--- src/rtl/rename_pkg.sv ---
package rename_pkg;

  typedef enum logic [1:0] {
    OP_ALU    = 2'b00,
    OP_XOR    = 2'b01,
    OP_SUB    = 2'b10,
    OP_NODEST = 2'b11
  } opClass_e;

  // strobes from the control to the datapath and free list
  typedef struct packed {
    logic accept;    // instruction taken this cycle
    logic alloc;     // a fresh tag is popped
    logic writeMap;  // map table entry of the destination is written
    logic idiom;     // zeroing idiom, dropped before dispatch
    logic hasDst;    // class writes a destination
  } renCtrl_t;

endpackage

--- src/rtl/rename_ctrl.sv ---
module rename_ctrl
  import rename_pkg::*;
#(
  parameter int AW = 4
) (
  input  logic          inValid,
  input  logic [1:0]    inOp,
  input  logic [AW-1:0] inSrc1,
  input  logic [AW-1:0] inSrc2,
  input  logic          flEmpty,
  output logic          inReady,
  output renCtrl_t      ctrl
);

  opClass_e opClass;
  logic     sameSrc;
  logic     zeroIdiom;
  logic     writesDst;
  logic     needTag;

  always_comb begin
    opClass   = opClass_e'(inOp);
    sameSrc   = (inSrc1 == inSrc2);
    zeroIdiom = sameSrc && ((opClass == OP_XOR) || (opClass == OP_SUB));
    writesDst = (opClass != OP_NODEST);
    needTag   = writesDst && !zeroIdiom;
    inReady   = !(needTag && flEmpty);

    ctrl.accept   = inValid && inReady;
    ctrl.alloc    = inValid && inReady && needTag;
    ctrl.writeMap = inValid && inReady && writesDst;
    ctrl.idiom    = zeroIdiom;
    ctrl.hasDst   = writesDst;
  end

endmodule

--- src/rtl/rename_freelist.sv ---
module rename_freelist #(
  parameter int PHYS_REGS = 64,
  parameter int ARCH_REGS = 15
) (
  input  logic                         clk,
  input  logic                         rst,
  input  logic                         pop,
  input  logic                         push,
  input  logic [$clog2(PHYS_REGS)-1:0] pushTag,
  output logic [$clog2(PHYS_REGS)-1:0] headTag,
  output logic                         empty
);

  localparam int TW   = $clog2(PHYS_REGS);
  localparam int CAP  = PHYS_REGS - 1;          // every tag except the zero tag
  localparam int PW   = $clog2(CAP);
  localparam int CW   = $clog2(CAP + 1);
  localparam int INIT = PHYS_REGS - 1 - ARCH_REGS;

  logic [TW-1:0] slots [CAP];
  logic [PW-1:0] headPtr;
  logic [PW-1:0] tailPtr;
  logic [CW-1:0] count;
  logic          doPush;
  logic          doPop;

  function automatic logic [PW-1:0] stepPtr(input logic [PW-1:0] p);
    return (p == PW'(CAP - 1)) ? '0 : p + 1'b1;
  endfunction

  assign doPush  = push && (pushTag != '0) && (count != CW'(CAP));
  assign doPop   = pop && (count != '0);
  assign headTag = slots[headPtr];
  assign empty   = (count == '0);

  always_ff @(posedge clk) begin
    if (rst) begin
      for (int k = 0; k < CAP; k++) begin
        slots[k] <= (k < INIT) ? TW'(ARCH_REGS + 1 + k) : '0;
      end
      headPtr <= '0;
      tailPtr <= PW'(INIT);
      count   <= CW'(INIT);
    end else begin
      if (doPush) begin
        slots[tailPtr] <= pushTag;
        tailPtr        <= stepPtr(tailPtr);
      end
      if (doPop) begin
        headPtr <= stepPtr(headPtr);
      end
      case ({doPush, doPop})
        2'b10:   count <= count + 1'b1;
        2'b01:   count <= count - 1'b1;
        default: count <= count;
      endcase
    end
  end

endmodule

--- src/rtl/rename_map.sv ---
module rename_map
  import rename_pkg::*;
#(
  parameter int ARCH_REGS = 15,
  parameter int PHYS_REGS = 64
) (
  input  logic                         clk,
  input  logic                         rst,
  input  renCtrl_t                     ctrl,
  input  logic [$clog2(ARCH_REGS)-1:0] inDst,
  input  logic [$clog2(ARCH_REGS)-1:0] inSrc1,
  input  logic [$clog2(ARCH_REGS)-1:0] inSrc2,
  input  logic [$clog2(PHYS_REGS)-1:0] newTag,
  output logic                         outValid,
  output logic                         outDispatch,
  output logic [$clog2(PHYS_REGS)-1:0] outSrc1Tag,
  output logic [$clog2(PHYS_REGS)-1:0] outSrc2Tag,
  output logic [$clog2(PHYS_REGS)-1:0] outDstTag,
  output logic [$clog2(PHYS_REGS)-1:0] outOldTag
);

  localparam int TW = $clog2(PHYS_REGS);

  logic [TW-1:0] mapTable [ARCH_REGS];
  logic [TW-1:0] dstTag;

  // idioms and no-destination classes never allocate, so they land on tag 0
  assign dstTag = ctrl.alloc ? newTag : '0;

  always_ff @(posedge clk) begin
    if (rst) begin
      for (int i = 0; i < ARCH_REGS; i++) begin
        mapTable[i] <= TW'(i + 1);
      end
    end else if (ctrl.writeMap) begin
      mapTable[inDst] <= dstTag;
    end
  end

  always_ff @(posedge clk) begin
    if (rst) begin
      outValid    <= 1'b0;
      outDispatch <= 1'b0;
      outSrc1Tag  <= '0;
      outSrc2Tag  <= '0;
      outDstTag   <= '0;
      outOldTag   <= '0;
    end else begin
      outValid <= ctrl.accept;
      if (ctrl.accept) begin
        outDispatch <= !ctrl.idiom;
        outSrc1Tag  <= mapTable[inSrc1];
        outSrc2Tag  <= mapTable[inSrc2];
        outDstTag   <= dstTag;
        outOldTag   <= ctrl.hasDst ? mapTable[inDst] : '0;
      end
    end
  end

endmodule

--- src/rtl/rename_stage.sv ---
module rename_stage
  import rename_pkg::*;
#(
  parameter int ARCH_REGS = 15,
  parameter int PHYS_REGS = 64
) (
  input  logic                         clk,
  input  logic                         rst,
  input  logic                         inValid,
  input  logic [1:0]                   inOp,
  input  logic [$clog2(ARCH_REGS)-1:0] inDst,
  input  logic [$clog2(ARCH_REGS)-1:0] inSrc1,
  input  logic [$clog2(ARCH_REGS)-1:0] inSrc2,
  input  logic                         relValid,
  input  logic [$clog2(PHYS_REGS)-1:0] relTag,
  output logic                         inReady,
  output logic                         outValid,
  output logic                         outDispatch,
  output logic [$clog2(PHYS_REGS)-1:0] outSrc1Tag,
  output logic [$clog2(PHYS_REGS)-1:0] outSrc2Tag,
  output logic [$clog2(PHYS_REGS)-1:0] outDstTag,
  output logic [$clog2(PHYS_REGS)-1:0] outOldTag
);

  localparam int AW = $clog2(ARCH_REGS);
  localparam int TW = $clog2(PHYS_REGS);

  renCtrl_t      ctrl;
  logic          flEmpty;
  logic [TW-1:0] headTag;

  rename_ctrl #(.AW(AW)) ctrl_i (
    .inValid (inValid),
    .inOp    (inOp),
    .inSrc1  (inSrc1),
    .inSrc2  (inSrc2),
    .flEmpty (flEmpty),
    .inReady (inReady),
    .ctrl    (ctrl)
  );

  rename_freelist #(.PHYS_REGS(PHYS_REGS), .ARCH_REGS(ARCH_REGS)) freelist_i (
    .clk     (clk),
    .rst     (rst),
    .pop     (ctrl.alloc),
    .push    (relValid),
    .pushTag (relTag),
    .headTag (headTag),
    .empty   (flEmpty)
  );

  rename_map #(.ARCH_REGS(ARCH_REGS), .PHYS_REGS(PHYS_REGS)) map_i (
    .clk         (clk),
    .rst         (rst),
    .ctrl        (ctrl),
    .inDst       (inDst),
    .inSrc1      (inSrc1),
    .inSrc2      (inSrc2),
    .newTag      (headTag),
    .outValid    (outValid),
    .outDispatch (outDispatch),
    .outSrc1Tag  (outSrc1Tag),
    .outSrc2Tag  (outSrc2Tag),
    .outDstTag   (outDstTag),
    .outOldTag   (outOldTag)
  );

endmodule

--- config.mk ---
export PLATFORM = sky130hd
export DESIGN_NAME = rename_stage
export DESIGN_NICKNAME = d
export VERILOG_FILES = /design/src/rtl/rename_pkg.sv /design/src/rtl/rename_ctrl.sv /design/src/rtl/rename_freelist.sv /design/src/rtl/rename_map.sv /design/src/rtl/rename_stage.sv
export SDC_FILE = /design/constraint.sdc
export NUM_CORES = 1
export LEC_CHECK = 0
export BUFFER_PORTS_ARGS = -buffer_cell sky130_fd_sc_hd__buf_4
export CAP_MARGIN = 20
export CORE_UTILIZATION = 45
export CTS_BUF_LIST = sky130_fd_sc_hd__clkbuf_4 sky130_fd_sc_hd__clkbuf_8
export DETAILED_ROUTE_END_ITERATION = 7
export MAX_ROUTING_LAYER = met4
export PLACE_DENSITY_LB_ADDON = 0.15
export SLEW_MARGIN = 20
export SYNTH_ARGS = -nofsm -noshare
export SYNTH_HDL_FRONTEND = slang
export SYNTH_SLANG_ARGS = --single-unit
--- constraint.sdc ---
create_clock -name clk -period 9.4 [get_ports clk]
set_input_delay 1.41 -clock clk [delete_from_list [all_inputs] [get_ports clk]]
set_output_delay 1.41 -clock clk [all_outputs]
set_load 0.1 [all_outputs]
* Yosys cells after proc, flatten, opt, wreduce, memory -nomap -nowiden
Memory sizes are Yosys's and may differ from the RTL's. A register that Yosys moved wholly into a read port is not among the register bits.
Index checks and enable logic that the tools add are counted.
** Cells by class
- $add $sub $neg :: 4
- Equal/unequal tests :: 9
- Multiplexer cells :: 21
- Reductions and logical operators :: 18
** Operators with widths (count)
- 2-to-1 mux 6 bit :: 9
- adder 6 x 1 -> 6 bit (second input constant) :: 3
- equality test 6 bit (second input constant) :: 2
- one-hot mux 6 bit (2 select lines) :: 1
- nonzero test 6 bit :: 2
- OR reduction 6 bit :: 2
- 2-to-1 mux 1 bit :: 10
- logical AND 1 bit :: 9
- logical NOT 6 bit :: 1
- inequality test 6 bit (second input constant) :: 1
- subtractor 6 x 1 -> 6 bit (second input constant) :: 1
- equality test 2 x 1 -> 1 bit (second input constant) :: 2
- equality test 2 bit (second input constant) :: 2
- equality test 4 bit :: 1
- 2-to-1 mux 4 bit :: 1
- logical NOT 1 bit :: 2
- inequality test 2 bit (second input constant) :: 1
- nonzero test 2 bit :: 1
- logical OR 1 bit :: 1
** Storage, ports and cells
- Register bits after elaboration :: 32
- RAM bits :: 468
- Input port bits :: 24
- Output and inout port bits :: 27
- Word-level logic and storage cells :: 61
- Memories kept :: 2
** Memory list
- freelist_i.slots :: words 63, width 6, read ports 1, clocked after Yosys merged registers in 1, write ports 63, line rename_freelist.sv:20 : logic [TW-1:0] slots [CAP];
- map_i.mapTable :: words 15, width 6, read ports 3, clocked after Yosys merged registers in 2, write ports 15, line rename_map.sv:24 : logic [TW-1:0] mapTable [ARCH_REGS];

* Longest topological paths before layout
- Depth in word-level cells :: 14
- Gate-level depth with buffers :: 14
- Mapped depth without buffers :: 12

* By module
From an unflattened synthesis, not the netlist that was laid out.
** Second synthesis, totals
- Cells, all modules :: 1963
- Area, all modules :: 26172.6 um^2
** Modules (own cells, without submodules)
- rename_freelist :: instances 1, cells an instance 1440, area each 19198.4 um^2, sequential area each 12011.5 um^2
- rename_map :: instances 1, cells an instance 503, area each 6825.3 um^2, sequential area each 3403.3 um^2
- rename_ctrl :: instances 1, cells an instance 20, area each 148.9 um^2, sequential area each 0.0 um^2

* Worst setup path before layout
OpenSTA, ideal clock, no wires.
- Path kind :: input to output
- Start point :: input port inSrc1[2]
- End point :: output port inReady
- Data arrival time :: 2979 ps
- Data required time :: 7990 ps
- Path slack :: 5011 ps
- Cell stages on the path :: 4
- Buffers on the path :: 1
- Cells stage by stage :: buf_2 > xor2_1 > nor3_1 > a311o_1
** On the way
- Cells in the longest elaborated chain, start to end :: 6
** Ends and longest elaborated chain
- from (decl) :: line rename_stage.sv:12 : input logic [$clog2(ARCH_REGS)-1:0] inSrc1,
- equality test 4 bit :: line rename_ctrl.sv:23 : sameSrc = (inSrc1 == inSrc2);
- logical AND 1 bit :: line rename_ctrl.sv:24 : zeroIdiom = sameSrc && ((opClass == OP_XOR) || (opClass == OP_SUB));
- logical NOT 1 bit :: line rename_ctrl.sv:26 : needTag = writesDst && !zeroIdiom;
- logical AND 1 bit :: line rename_ctrl.sv:26
- logical AND 1 bit :: line rename_ctrl.sv:27 : inReady = !(needTag && flEmpty);
- logical NOT 1 bit :: line rename_ctrl.sv:27
- to (decl) :: line rename_stage.sv:16 : output logic inReady,
No other way between the ends.

* Worst setup path after layout
- Start point :: input port inSrc1[1]
- End point :: output port inReady
Same word-level chain as after synthesis.

==> flow_summary.yaml <==
sta:
  rsz_0062_raised_after_global_routing: "no"
  slew-limit-headroom_pct: 24.5
  timing.final.crit_period_ns: 4.40
  worst_clock_skew_ns: 0.0476
  tightest_slew_ns: 1.13
  post-route-period-util_pct: 46.8
  drv_slew: 0
  setup-violations-final: 0
  timing_hold_violations_final: 0
  max_freq_mhz: 227
  finalSetupTns_ns: 0
logic_synthesis:
  synth_flop_cell: "edfxtp_1"
  synth-seq-cells: 530
  synth-async-reset-ratio_pct: 0
  yosys.area_share.simple_pct: 17.0
  ys_types: 63
  synth.yosys.warnings: 0
  synthesis.area_um2: 26300
  synth_seq_area_share_pct: 58.5
  synth_compound_gate_area_share_pct: 3.16
  post_synth_most_frequent_cells: "edfxtp_1, and2_1, mux4_2"
  synth_nets: 1959
  synth_edf_count: 480
  synth_top_family_by_area: "simple AND/OR/NAND/NOR gates"
  syn_inst_count: 1924
  yosys.area.top_type: "edfxtp_1"
  synth_most_common_cell: "edfxtp_1"
  synthXorXnorAreaFrac_pct: 0.432
  synth_adder_area_share_pct: 0.551
  post_synth_mux_area_share_pct: 16.9
  post_synth.cell_area_avg_um2: 13.7
  synth_top_area_share_pct: 54.7
  synthTopCellsByArea: "edfxtp_1, mux4_2, and2_1"
cts:
  clk_pin_slew_ns: 0.05
  clock_tree.root_cell: "clkbuf_8"
  source_to_sink_clock_delay_at_the_later_pin_of_the_worst_skew_pair_ns: 0.70
  cts_buffer_depth: 3
  cts_inserted_buffers: 91
  cts_tree: "built"
  cts_resized: 0
  cts_setup_buffers: 0
  hold_buffers: 0
  numClockSinks: 530
  total_number_of_h_tree_levels: 3
drt:
  highest_layer: "met4"
  route.detailed.drc: 0
  routed_via_density: 5.85
  detail_route.wl_per_cell_um: 25.0
  met1_length_um: 28700
  met2_length_um: 33900
  initialDrtViolationCount: 1326
  dr_wl_met3_um: 4060
  drt-pass1-iter-count: 7
  vias: 16121
  drt_wl_total_um: 68700
  ant_nets: 0
setup_path:
  cp_capture_type: "primary output"
  timing.critical_path.fanout_max: 25
  start_kind: "input port"
  worst-endpoint-arrival_ns: 2.99
  critPathKind: "input port to primary output"
  worst-endpoint-required_ns: 7.99
place:
  gp_routability_congestion: 0.873
  place_hpwl_um: 43600
  io_buffer_count: 50
floorplan:
  design.die.area_um2: 59500
  core_region_area_um2: 57800
  num_io_pins: 51
  rows: 88
  horizontal_die_dimension_um: 244
  initial_utilization_pct: 45.6
  die_h_um: 244
finish:
  drive_above_1_share_pct: 23.7
  fill_cells: 5014
  syn2layout_area_growth_pct: 9.57
  finalNetCount: 1947
  register_area_um2: 15400
  util_after_layout_pct: 49.9
  multi_input_comb_area_um2: 10000
pwr:
  powerDensity_nw_per_um2: 186
  leakagePower_nw: 9.18
  worst_vdd_drop_mv: 0.122
  post-layout-total-power_mw: 5.36
global_route:
  largest_net_degree_at_the_start_of_global_routing: 97
  overflow: 0
  grt_first_pass_wirelength_um: 103000
  number_of_antenna_violations_at_the_first_check_in_global_routing: 2
  globalRouteTotalUtil_pct: 24.1
  number_of_global_route_vias_before_repair: 15956
hold_path:
  hp-class: "flop to flop"
outcome:
  run_status: "finished clean"
job:
  cap_violations: 0
-- per-layer routing --
layer / global-route usage, % / up-vias
li1: - / 7234
met3: 3.82 / 122
met2: 38.7 / 547
met4: 8.40 / 0
met1: 31.1 / 8218
met5: - / -
-- report_power, final --
group / switching (mW) / internal (mW) / total (mW)
clock: 0.970 / 1.15 / 2.12
sequential: 0.0463 / 2.63 / 2.67
combinational: 0.369 / 0.200 / 0.569
total: 1.38 / 3.98 / 5.36
-- placed cells by master, fill, tap and decap left out, types with 4 or more instances in the layout --
master     count
nor4_1         5
clkbuf_4      33
o211ai_1       6
nand2b_1      17
nand3b_1       9
and2_1       222
a21oi_1       41
buf_4         71
a22oi_1       21
nand2_1       91
inv_1         13
clkinv_2      11
dfxtp_1       47
nand4_1       22
and3_1        10
nand3_1       29
xnor2_1        4
o2111ai_1      4
mux2_2        10
a31o_2         9
mux4_2       154
or3_1        149
clkbuf_8      94
clkinv_1      22
or2_2         63
o22ai_1        4
nor2b_1        7
nor3_1        20
edfxtp_1     480
xor2_1         9
ha_1          10
mux2i_1       88
o21ai_0        8
nor2_1       146
nand3_2        4
-- critical path, cell delays in order --
cell     delay (ns)
buf_4          0.34
xor2_1         0.11
nor3_1         0.44
a311o_1        0.35
buf_4          0.33
-- cell families (layout without fill, tap and decap cells) --
group	count (synthesis)	count (layout)
other	0	1
adders and majority gates	11	11
AOI/OAI and AO/OA	117	117
xor gates and xnor gates	13	13
and+or+nand+nor	810	810
DFF	530	530
muxes	252	252
buffers and inverters	191	255
-- sequential cells by signal (all words and copies together) (netlist names), named ones only --
signal and flops:
map_i.outDispatch 1, map_i.outSrc2Tag 6, map_i.outDstTag 6, map_i.mapTable 96, map_i.outOldTag 6, map_i.outValid 1
freelist_i.count 6, freelist_i.headPtr 6, freelist_i.slots 384, freelist_i.tailPtr 6, map_i.outSrc1Tag 6
-- per-stage QoR --
stage	cells	hold slack, ns	setup slack (ns)	area [um2]
final	2754	0.456	5.00	28900
after global routing	2754	0.483	4.91	28900
after CTS	2753	0.459	5.00	28900
after detailed placement	2584	0.451	4.69	27000
after global placement	2584	0.448	4.75	27000
after floorplan	1924	0.491	5.01	26300
-- worst paths after layout --
path | start | end | slack (ns) | cells after the start
max | inSrc1[1] | inReady | 5.00 | 5
min | map_i.outOldTag[3] | map_i.outOldTag[3] | 0.46 | 2
max reg2reg | flop | map_i.mapTable[2][3] | 5.45 | 7
min reg2reg | map_i.outOldTag[3] | map_i.outOldTag[3] | 0.46 | 2
-- cell type report --
type,instances,share of cell area [%]
Sequential cell,530,53.4
Clock inverter,42,1.02
Multi-Input combinational cell,1203,34.8
Tap cell,765,3.32
Antenna cell,1,0.00867
Inverter,14,0.182
Timing Repair Buffer,72,1.92
Clock buffer,127,5.34
Power figures use the tool's default switching activity.
